==> config.mk <==
export PLATFORM = sky130hd
export DESIGN_NAME = perm_tlb
export DESIGN_NICKNAME = d
export VERILOG_FILES = /design/src/rtl/perm_tlb_pkg.sv /design/src/rtl/perm_tlb_entry.sv /design/src/rtl/perm_tlb_match.sv /design/src/rtl/perm_tlb_check.sv /design/src/rtl/perm_tlb.sv
export SDC_FILE = /design/constraint.sdc
export NUM_CORES = 2
export LEC_CHECK = 0
export BUFFER_PORTS_ARGS = -buffer_cell sky130_fd_sc_hd__buf_2
export CORE_ASPECT_RATIO = 1.25
export CORE_MARGIN = 5
export CORE_UTILIZATION = 44
export CTS_CLUSTER_SIZE = 30
export DETAILED_ROUTE_END_ITERATION = 16
export PLACE_DENSITY_LB_ADDON = 0.08
export SYNTH_ARGS = -nofsm -noshare
export SYNTH_HDL_FRONTEND = slang
export SYNTH_SLANG_ARGS = --single-unit
==> constraint.sdc <==
create_clock -name clk -period 10.12 [get_ports clk]
set_clock_uncertainty 0.05 [all_clocks]
set_input_delay 2.024 -clock clk [delete_from_list [all_inputs] [get_ports clk]]
set_output_delay 2.024 -clock clk [all_outputs]
set_load 0.1 [all_outputs]
==> src/rtl/perm_tlb_pkg.sv <==
package perm_tlb_pkg;

   localparam int FLAG_W = 6;
   localparam int FL_V   = 0;
   localparam int FL_R   = 1;
   localparam int FL_W   = 2;
   localparam int FL_U   = 3;
   localparam int FL_M   = 4;
   localparam int FL_S   = 5;

   typedef enum logic [2:0] {
      EXC_NONE    = 3'd0,
      EXC_MISS    = 3'd1,
      EXC_INVALID = 3'd2,
      EXC_PROT    = 3'd3,
      EXC_PAGE    = 3'd4,
      EXC_WRITE   = 3'd5
   } exc_e;

endpackage

==> src/rtl/perm_tlb_entry.sv <==
module perm_tlb_entry
   import perm_tlb_pkg::*;
#(
   parameter int VPN_W = 32,
   parameter int PPN_W = 28
) (
   input  logic              clk,
   input  logic              rst_n,
   input  logic              wr_en,
   input  logic              wr_bvalid,
   input  logic [VPN_W-1:0]  wr_vpn,
   input  logic [PPN_W-1:0]  wr_ppn,
   input  logic [FLAG_W-1:0] wr_flags,
   input  logic              set_used,
   input  logic              set_mod,
   input  logic [VPN_W-1:0]  look_vpn,
   output logic              out_bvalid,
   output logic [VPN_W-1:0]  out_vpn,
   output logic [PPN_W-1:0]  out_ppn,
   output logic [FLAG_W-1:0] out_flags,
   output logic              match
);

   logic              bvalid_q;
   logic [VPN_W-1:0]  vpn_q;
   logic [PPN_W-1:0]  ppn_q;
   logic [FLAG_W-1:0] flags_q;

   always_ff @(posedge clk) begin
      if (!rst_n) begin
         bvalid_q <= 1'b0;
         vpn_q    <= '0;
         ppn_q    <= '0;
         flags_q  <= '0;
      end else if (wr_en) begin
         bvalid_q <= wr_bvalid;
         vpn_q    <= wr_vpn;
         ppn_q    <= wr_ppn;
         flags_q  <= wr_flags;
      end else begin
         if (set_used) flags_q[FL_U] <= 1'b1;
         if (set_mod)  flags_q[FL_M] <= 1'b1;
      end
   end

   assign match      = bvalid_q && (vpn_q == look_vpn);
   assign out_bvalid = bvalid_q;
   assign out_vpn    = vpn_q;
   assign out_ppn    = ppn_q;
   assign out_flags  = flags_q;

   AST_USED_SET: assert property (@(posedge clk) disable iff (!rst_n)
      (set_used && !wr_en) |=> flags_q[FL_U]);
   AST_MOD_SET: assert property (@(posedge clk) disable iff (!rst_n)
      (set_mod && !wr_en) |=> flags_q[FL_M]);
   AST_UPDATE_NEEDS_MATCH: assert property (@(posedge clk) disable iff (!rst_n)
      set_used |-> match);

endmodule

==> src/rtl/perm_tlb_match.sv <==
module perm_tlb_match #(
   parameter int ENTRIES = 8,
   parameter int IDX_W   = $clog2(ENTRIES)
) (
   input  logic               clk,
   input  logic               rst_n,
   input  logic [ENTRIES-1:0] match_vec,
   output logic               any,
   output logic [IDX_W-1:0]   idx,
   output logic [ENTRIES-1:0] sel
);

   always_comb begin
      idx = '0;
      sel = '0;
      for (int i = ENTRIES - 1; i >= 0; i--) begin
         if (match_vec[i]) begin
            idx = IDX_W'(i);
            sel = ENTRIES'(1) << i;
         end
      end
   end

   assign any = |match_vec;

   AST_SEL_ONEHOT: assert property (@(posedge clk) disable iff (!rst_n)
      $onehot0(sel));
   AST_SEL_IN_MATCH: assert property (@(posedge clk) disable iff (!rst_n)
      any |-> ((sel & match_vec) == sel && sel != '0));
   AST_SEL_LOWEST: assert property (@(posedge clk) disable iff (!rst_n)
      any |-> ((match_vec & (sel - ENTRIES'(1))) == '0));

endmodule

==> src/rtl/perm_tlb_check.sv <==
module perm_tlb_check
   import perm_tlb_pkg::*;
(
   input  logic              clk,
   input  logic              rst_n,
   input  logic              req,
   input  logic              any,
   input  logic [FLAG_W-1:0] flags,
   input  logic              store,
   input  logic              user,
   output exc_e              exc
);

   always_comb begin
      if (!req)                         exc = EXC_NONE;
      else if (!any)                    exc = EXC_MISS;
      else if (!flags[FL_V])            exc = EXC_INVALID;
      else if (user && flags[FL_S])     exc = EXC_PROT;
      else if (!flags[FL_R])            exc = EXC_PAGE;
      else if (store && !flags[FL_W])   exc = EXC_WRITE;
      else                              exc = EXC_NONE;
   end

   AST_PROT_USER_ONLY: assert property (@(posedge clk) disable iff (!rst_n)
      (exc == EXC_PROT) |-> user);
   AST_WRITE_STORE_ONLY: assert property (@(posedge clk) disable iff (!rst_n)
      (exc == EXC_WRITE) |-> (store && flags[FL_V] && flags[FL_R]));
   AST_CODE_RANGE: assert property (@(posedge clk) disable iff (!rst_n)
      exc <= EXC_WRITE);

endmodule

==> src/rtl/perm_tlb.sv <==
module perm_tlb
   import perm_tlb_pkg::*;
#(
   parameter int ENTRIES = 8,
   parameter int VPN_W   = 32,
   parameter int PPN_W   = 28,
   localparam int IDX_W  = $clog2(ENTRIES)
) (
   input  logic              clk,
   input  logic              rst_n,
   input  logic              lk_req,
   input  logic [VPN_W-1:0]  lk_vpn,
   input  logic              lk_store,
   input  logic              lk_user,
   output logic              lk_hit,
   output logic [PPN_W-1:0]  lk_ppn,
   output logic [2:0]        lk_exc,
   input  logic              rf_we,
   input  logic [IDX_W-1:0]  rf_idx,
   input  logic              rf_bvalid,
   input  logic [VPN_W-1:0]  rf_vpn,
   input  logic [PPN_W-1:0]  rf_ppn,
   input  logic [5:0]        rf_flags,
   output logic              rb_bvalid,
   output logic [VPN_W-1:0]  rb_vpn,
   output logic [PPN_W-1:0]  rb_ppn,
   output logic [5:0]        rb_flags
);

   if (ENTRIES < 2 || ENTRIES > 64) begin : g_bad_entries
      $error("perm_tlb: ENTRIES must lie in 2..64");
   end
   if ((1 << IDX_W) != ENTRIES) begin : g_bad_pow2
      $error("perm_tlb: ENTRIES must be a power of two");
   end
   if (VPN_W < 1 || PPN_W < 1) begin : g_bad_width
      $error("perm_tlb: page number widths must be positive");
   end

   logic [ENTRIES-1:0]               match_vec;
   logic [ENTRIES-1:0]               bv_vec;
   logic [ENTRIES-1:0]               sel;
   logic [VPN_W-1:0]                 vpn_arr  [ENTRIES];
   logic [PPN_W-1:0]                 ppn_arr  [ENTRIES];
   logic [ENTRIES-1:0][FLAG_W-1:0]   flags_all;
   logic                             any;
   logic [IDX_W-1:0]                 hit_idx;
   logic [FLAG_W-1:0]                hit_flags;
   exc_e                             exc;
   logic                             clean;

   perm_tlb_match #(.ENTRIES(ENTRIES), .IDX_W(IDX_W)) u_match (
      .clk       (clk),
      .rst_n     (rst_n),
      .match_vec (match_vec),
      .any       (any),
      .idx       (hit_idx),
      .sel       (sel)
   );

   assign hit_flags = flags_all[hit_idx];

   perm_tlb_check u_check (
      .clk   (clk),
      .rst_n (rst_n),
      .req   (lk_req),
      .any   (any),
      .flags (hit_flags),
      .store (lk_store),
      .user  (lk_user),
      .exc   (exc)
   );

   assign clean = lk_req && any && (exc == EXC_NONE);

   for (genvar g = 0; g < ENTRIES; g++) begin : g_slot
      logic wr_en_g;
      logic set_used_g;
      assign wr_en_g    = rf_we && (rf_idx == IDX_W'(g));
      assign set_used_g = clean && sel[g];

      perm_tlb_entry #(.VPN_W(VPN_W), .PPN_W(PPN_W)) u_entry (
         .clk        (clk),
         .rst_n      (rst_n),
         .wr_en      (wr_en_g),
         .wr_bvalid  (rf_bvalid),
         .wr_vpn     (rf_vpn),
         .wr_ppn     (rf_ppn),
         .wr_flags   (rf_flags),
         .set_used   (set_used_g),
         .set_mod    (set_used_g && lk_store),
         .look_vpn   (lk_vpn),
         .out_bvalid (bv_vec[g]),
         .out_vpn    (vpn_arr[g]),
         .out_ppn    (ppn_arr[g]),
         .out_flags  (flags_all[g]),
         .match      (match_vec[g])
      );
   end

   assign lk_hit    = lk_req && any;
   assign lk_ppn    = lk_hit ? ppn_arr[hit_idx] : '0;
   assign lk_exc    = exc;

   assign rb_bvalid = bv_vec[rf_idx];
   assign rb_vpn    = vpn_arr[rf_idx];
   assign rb_ppn    = ppn_arr[rf_idx];
   assign rb_flags  = flags_all[rf_idx];

   AST_NO_UPD_ON_FAULT: assert property (@(posedge clk) disable iff (!rst_n)
      (lk_req && lk_exc != 3'd0 && !rf_we) |=> $stable(flags_all));
   AST_NO_UPD_IDLE: assert property (@(posedge clk) disable iff (!rst_n)
      (!lk_req && !rf_we) |=> $stable(flags_all));
   AST_MISS_NO_HIT: assert property (@(posedge clk) disable iff (!rst_n)
      (lk_exc == 3'd1) |-> (!lk_hit && lk_ppn == '0));
   AST_IDLE_QUIET: assert property (@(posedge clk) disable iff (!rst_n)
      !lk_req |-> (!lk_hit && lk_exc == 3'd0));
   AST_HIT_NOT_MISS: assert property (@(posedge clk) disable iff (!rst_n)
      lk_hit |-> (lk_exc != 3'd1));

endmodule

==> key figures <==
Outcome
  • Status: complete, no violations

Placement
  • IO Port Bufs: just over 200
  • Cell Count Post-Placement: 4357
  • Placer Congestion: about 1.1
  • DP HPWL: between 80000 and 90000 µm
  • Post-place setup slack: about 1.5 ns

Timing
  • RSZ-0062 raised after global routing: false
  • Final worst path period share: 86.2%
  • FMAX: 115 MHz
  • Post-route worst setup slack: 1.40 ns
  • Fin crit period: 8.72 ns
  • Final Slew Violations: 0
  • Final hold vios: 0
  • Actual slew at the worst max-slew pin: around 1.2 ns
  • Setup TNS: 0 ns
  • Slew HR: a little under a quarter
  • Final setup vio count: 0

Pwr
  • Static Leak: 13.2 nW
  • Max rail drop VDD: 0.159 mV
  • PD cells: ~150 nW/µm²
  • Final Power: 5.06 mW

Logic synthesis
  • Top FF cell, synth: dfxtp_1
  • Synthesized net count: 3632
  • Synthesized area per cell: approximately 8.8 µm²
  • Synth cell types: 66
  • Post-Syn Area: 30900 µm²
  • Seq/Total Area, Yosys: 34.7%
  • Ys async rst share: 0%
  • #FFs+latches synth: ~540
  • EDFF count, synth: 0
  • Syn Inst Count: 3524
  • Ys Warns: 0

Global routing
  • First-pass GRT wire length: 185000 µm
  • Via count of the first global-routing pass: 26300
  • Largest net degree at the start of global routing: 285
  • GR Util All Layers: 32.8%
  • Initial antenna violation count: 14
  • Total gr overflow: 0

Floorplanning
  • Cell row count: 108
  • Die W: 247 µm
  • DIE HEIGHT: 306 µm
  • I/O Pins: a little over 200
  • Core ar.: 69600 µm²
  • Total die area: roughly 76000 µm²
  • Starting Density: 44.4%

Finish
  • Area growth, synth to finish: 9.79%
  • Final Core Density: 48.8%
  • Layout Cells excl Fill: about 4500
  • Layout cells sized above 1: between 15 and 20%
  • Number of nets in the layout: about 3600
  • Multi-input logic area: 18600 µm²
  • # fillers: 6698
  • Reg area: 10700 µm²

Worst hold path
  • Worst hold path type: flop to flop

Worst setup path
  • Reg-to-reg critical path endpoint: g_slot[2].u_entry.out_flags[3]
  • CP Cell Sequence: buf_2 > xor2_1 > nor4_1 > nand4_1 > or3_1 > o41ai_1 > buf_4 > a21o_4 > buf_4 > mux2_2 > a211oi_1 > buf_2
  • CP top delay family: simple AND/OR/NAND/NOR gates
  • CP max FO: 27
  • CP Launch Type: primary input
  • Crit path capture: lk_exc[2]
  • Crit path depth: 12
  • WP data required: 8.05 ns
  • Crit-path max cell delay: 0.93 ns
  • R2R cell count: 12
  • Slowest-stage cell, CP: nor4_1
  • CP arrival: 6.65 ns
  • Worst Setup Path Type: primary input to output pin
  • Buffers and inverters on the worst path: 4
  • CP startpoint: lk_vpn[23]
  • Worst r2r src: g_slot[1].u_entry.out_vpn[23]
  • Reg2reg setup slack: 5.27 ns
  • CP endpoint kind: output pin

Clock network
  • Clock root cell: clkbuf_16
  • Post-CTS Hold Buffers: 0
  • Postcts setup bufs: 0
  • Max clock buf depth: 3
  • # resized after CTS: 0
  • Worst skew pair latency: 0.64 ns
  • CTS H-tree lvls: 2
  • Clock transition at path regs: approximately 0.060 ns
  • Total clock buffers created by CTS: 59
  • CTS tree: done
  • CTS sink cnt: ~540

Route
  • Total number of vias: between 20000 and 30000
  • Vias/cell: 5.86
  • Wirelength, routed: 128000 µm
  • DRC viols: 0
  • Antenna-violating nets left: 0
  • Routed len/inst: 28.5 µm
  • Initial drt markers: roughly 2100
  • Pre-Repair DR Iteration Count: 5

Run
  • Number of max-cap violations: 0
[worst min-delay path by stage]
| stage | end | start | slack [ns] | depth (start not counted) |
|---|---|---|---|---|
| 2_1_floorplan | g_slot[3].u_entry.out_flags[2] | g_slot[3].u_entry.out_flags[2] | 0.40 | 2 |
| 4_1_cts | g_slot[6].u_entry.out_ppn[21] | g_slot[6].u_entry.out_ppn[21] | 0.43 | 2 |
| 6_report | g_slot[5].u_entry.out_ppn[20] | g_slot[5].u_entry.out_ppn[20] | 0.43 | 2 |
| 3_5_place_dp | g_slot[5].u_entry.out_ppn[20] | g_slot[5].u_entry.out_ppn[20] | 0.42 | 2 |
| 3_3_place_gp | g_slot[0].u_entry.out_ppn[25] | g_slot[0].u_entry.out_ppn[25] | 0.41 | 2 |
| 5_1_grt | g_slot[1].u_entry.out_ppn[0] | g_slot[1].u_entry.out_ppn[0] | 0.45 | 2 |
[metrics by stage]
step | hold slack [ns] | area [µm²]
after floorplan | 0.399 | 30900
after global placement | 0.412 | 31900
after detailed placement | 0.423 | 31900
after CTS | 0.431 | 33900
after global routing | 0.451 | 33900
final | 0.429 | 33900
[report_power, final]
part / switching (mW) / total (mW) / internal [mW]
Sequential: 0.0422 / 2.20 / 2.16
Combinational: 0.434 / 0.610 / 0.176
Clock: 0.947 / 2.25 / 1.31
[layout by cell type, fill, tap and decap left out, types with 4 or more instances in the layout]
cell          n
diode_2      11
clkinv_2     12
o21ai_2       8
dfxtp_1     536
or4_1         4
nand4_1      22
nor2_4        4
clkbuf_1     15
mux2_2       69
clkbuf_16    60
and3_1        5
nand2b_1      9
xor2_1      224
o31ai_1       4
nand2_1    1095
mux4_2      134
nand4b_1     11
nor3_1       12
a21boi_0    521
nor3_2        4
xnor2_1      34
a211oi_1      6
or3_1         8
o211ai_1      9
a21oi_1       4
bufinv_16     4
o21ai_0       8
nor2b_1       7
buf_2       202
mux2i_1     212
buf_4        34
clkbuf_8     16
buf_12        5
nand3_1      23
inv_1         8
nor4_1       94
nor2_1       41
[cells by family after synthesis]
family	after synthesis	share of synthesized area (%)
compound gates	585	14.3
simple gates	1376	18.9
buf+inv	354	5.57
mux	415	19.1
flops	536	34.7
xor+xnor	258	7.31
[synth_stat cells, drive strengths merged (34+ instances only)]
cell type  number  area [µm²]
dfxtp         536       10700
clkbuf        203         768
nand2        1097        4120
buf           143         922
mux4          134        3020
nor2           46         189
mux2i         212        2120
xnor2          34         298
xor2          224        1960
nor4           97         634
a21boi        521        3910
mux2           69         777
[worst register-to-register path: cells and delay by family (launching register included)]
family	cells	cell delay [ns]
muxes	2	0.41
and+or+nand+nor	4	2.09
buffers and inverters	1	0.24
DFF	1	0.42
AOI/OAI and AO/OA	4	1.37
xor gates and xnor gates	1	0.18
[sequential cells by signal, summed over array words and instances, names as in the netlist]
signal and flops:
g_slot.u_entry.out_ppn 224, g_slot.u_entry.out_flags 48, g_slot.u_entry.out_vpn 256, g_slot.u_entry.out_bvalid 8
[metal layers]
metal / up-vias / wire, µm / global-route usage, %
met3: 323 / 7970 / 5.92
li1: 12000 / - / -
met1: 13000 / 48500 / 38.3
met5: - / 56 / 0
met4: 8 / 8380 / 17.6
met2: 952 / 62900 / 56.9
[final cells by class]
class,instances,share of cell area [%]
clock buffers,91,5.24
well taps,935,3.45
clock inverters,20,0.656
inverters,8,0.0885
flip-flops and latches,536,31.6
repair buffers,244,4.15
diodes,11,0.0811
multi-input cells,2634,54.7
Note: power is estimated with default switching activity, not from simulation.
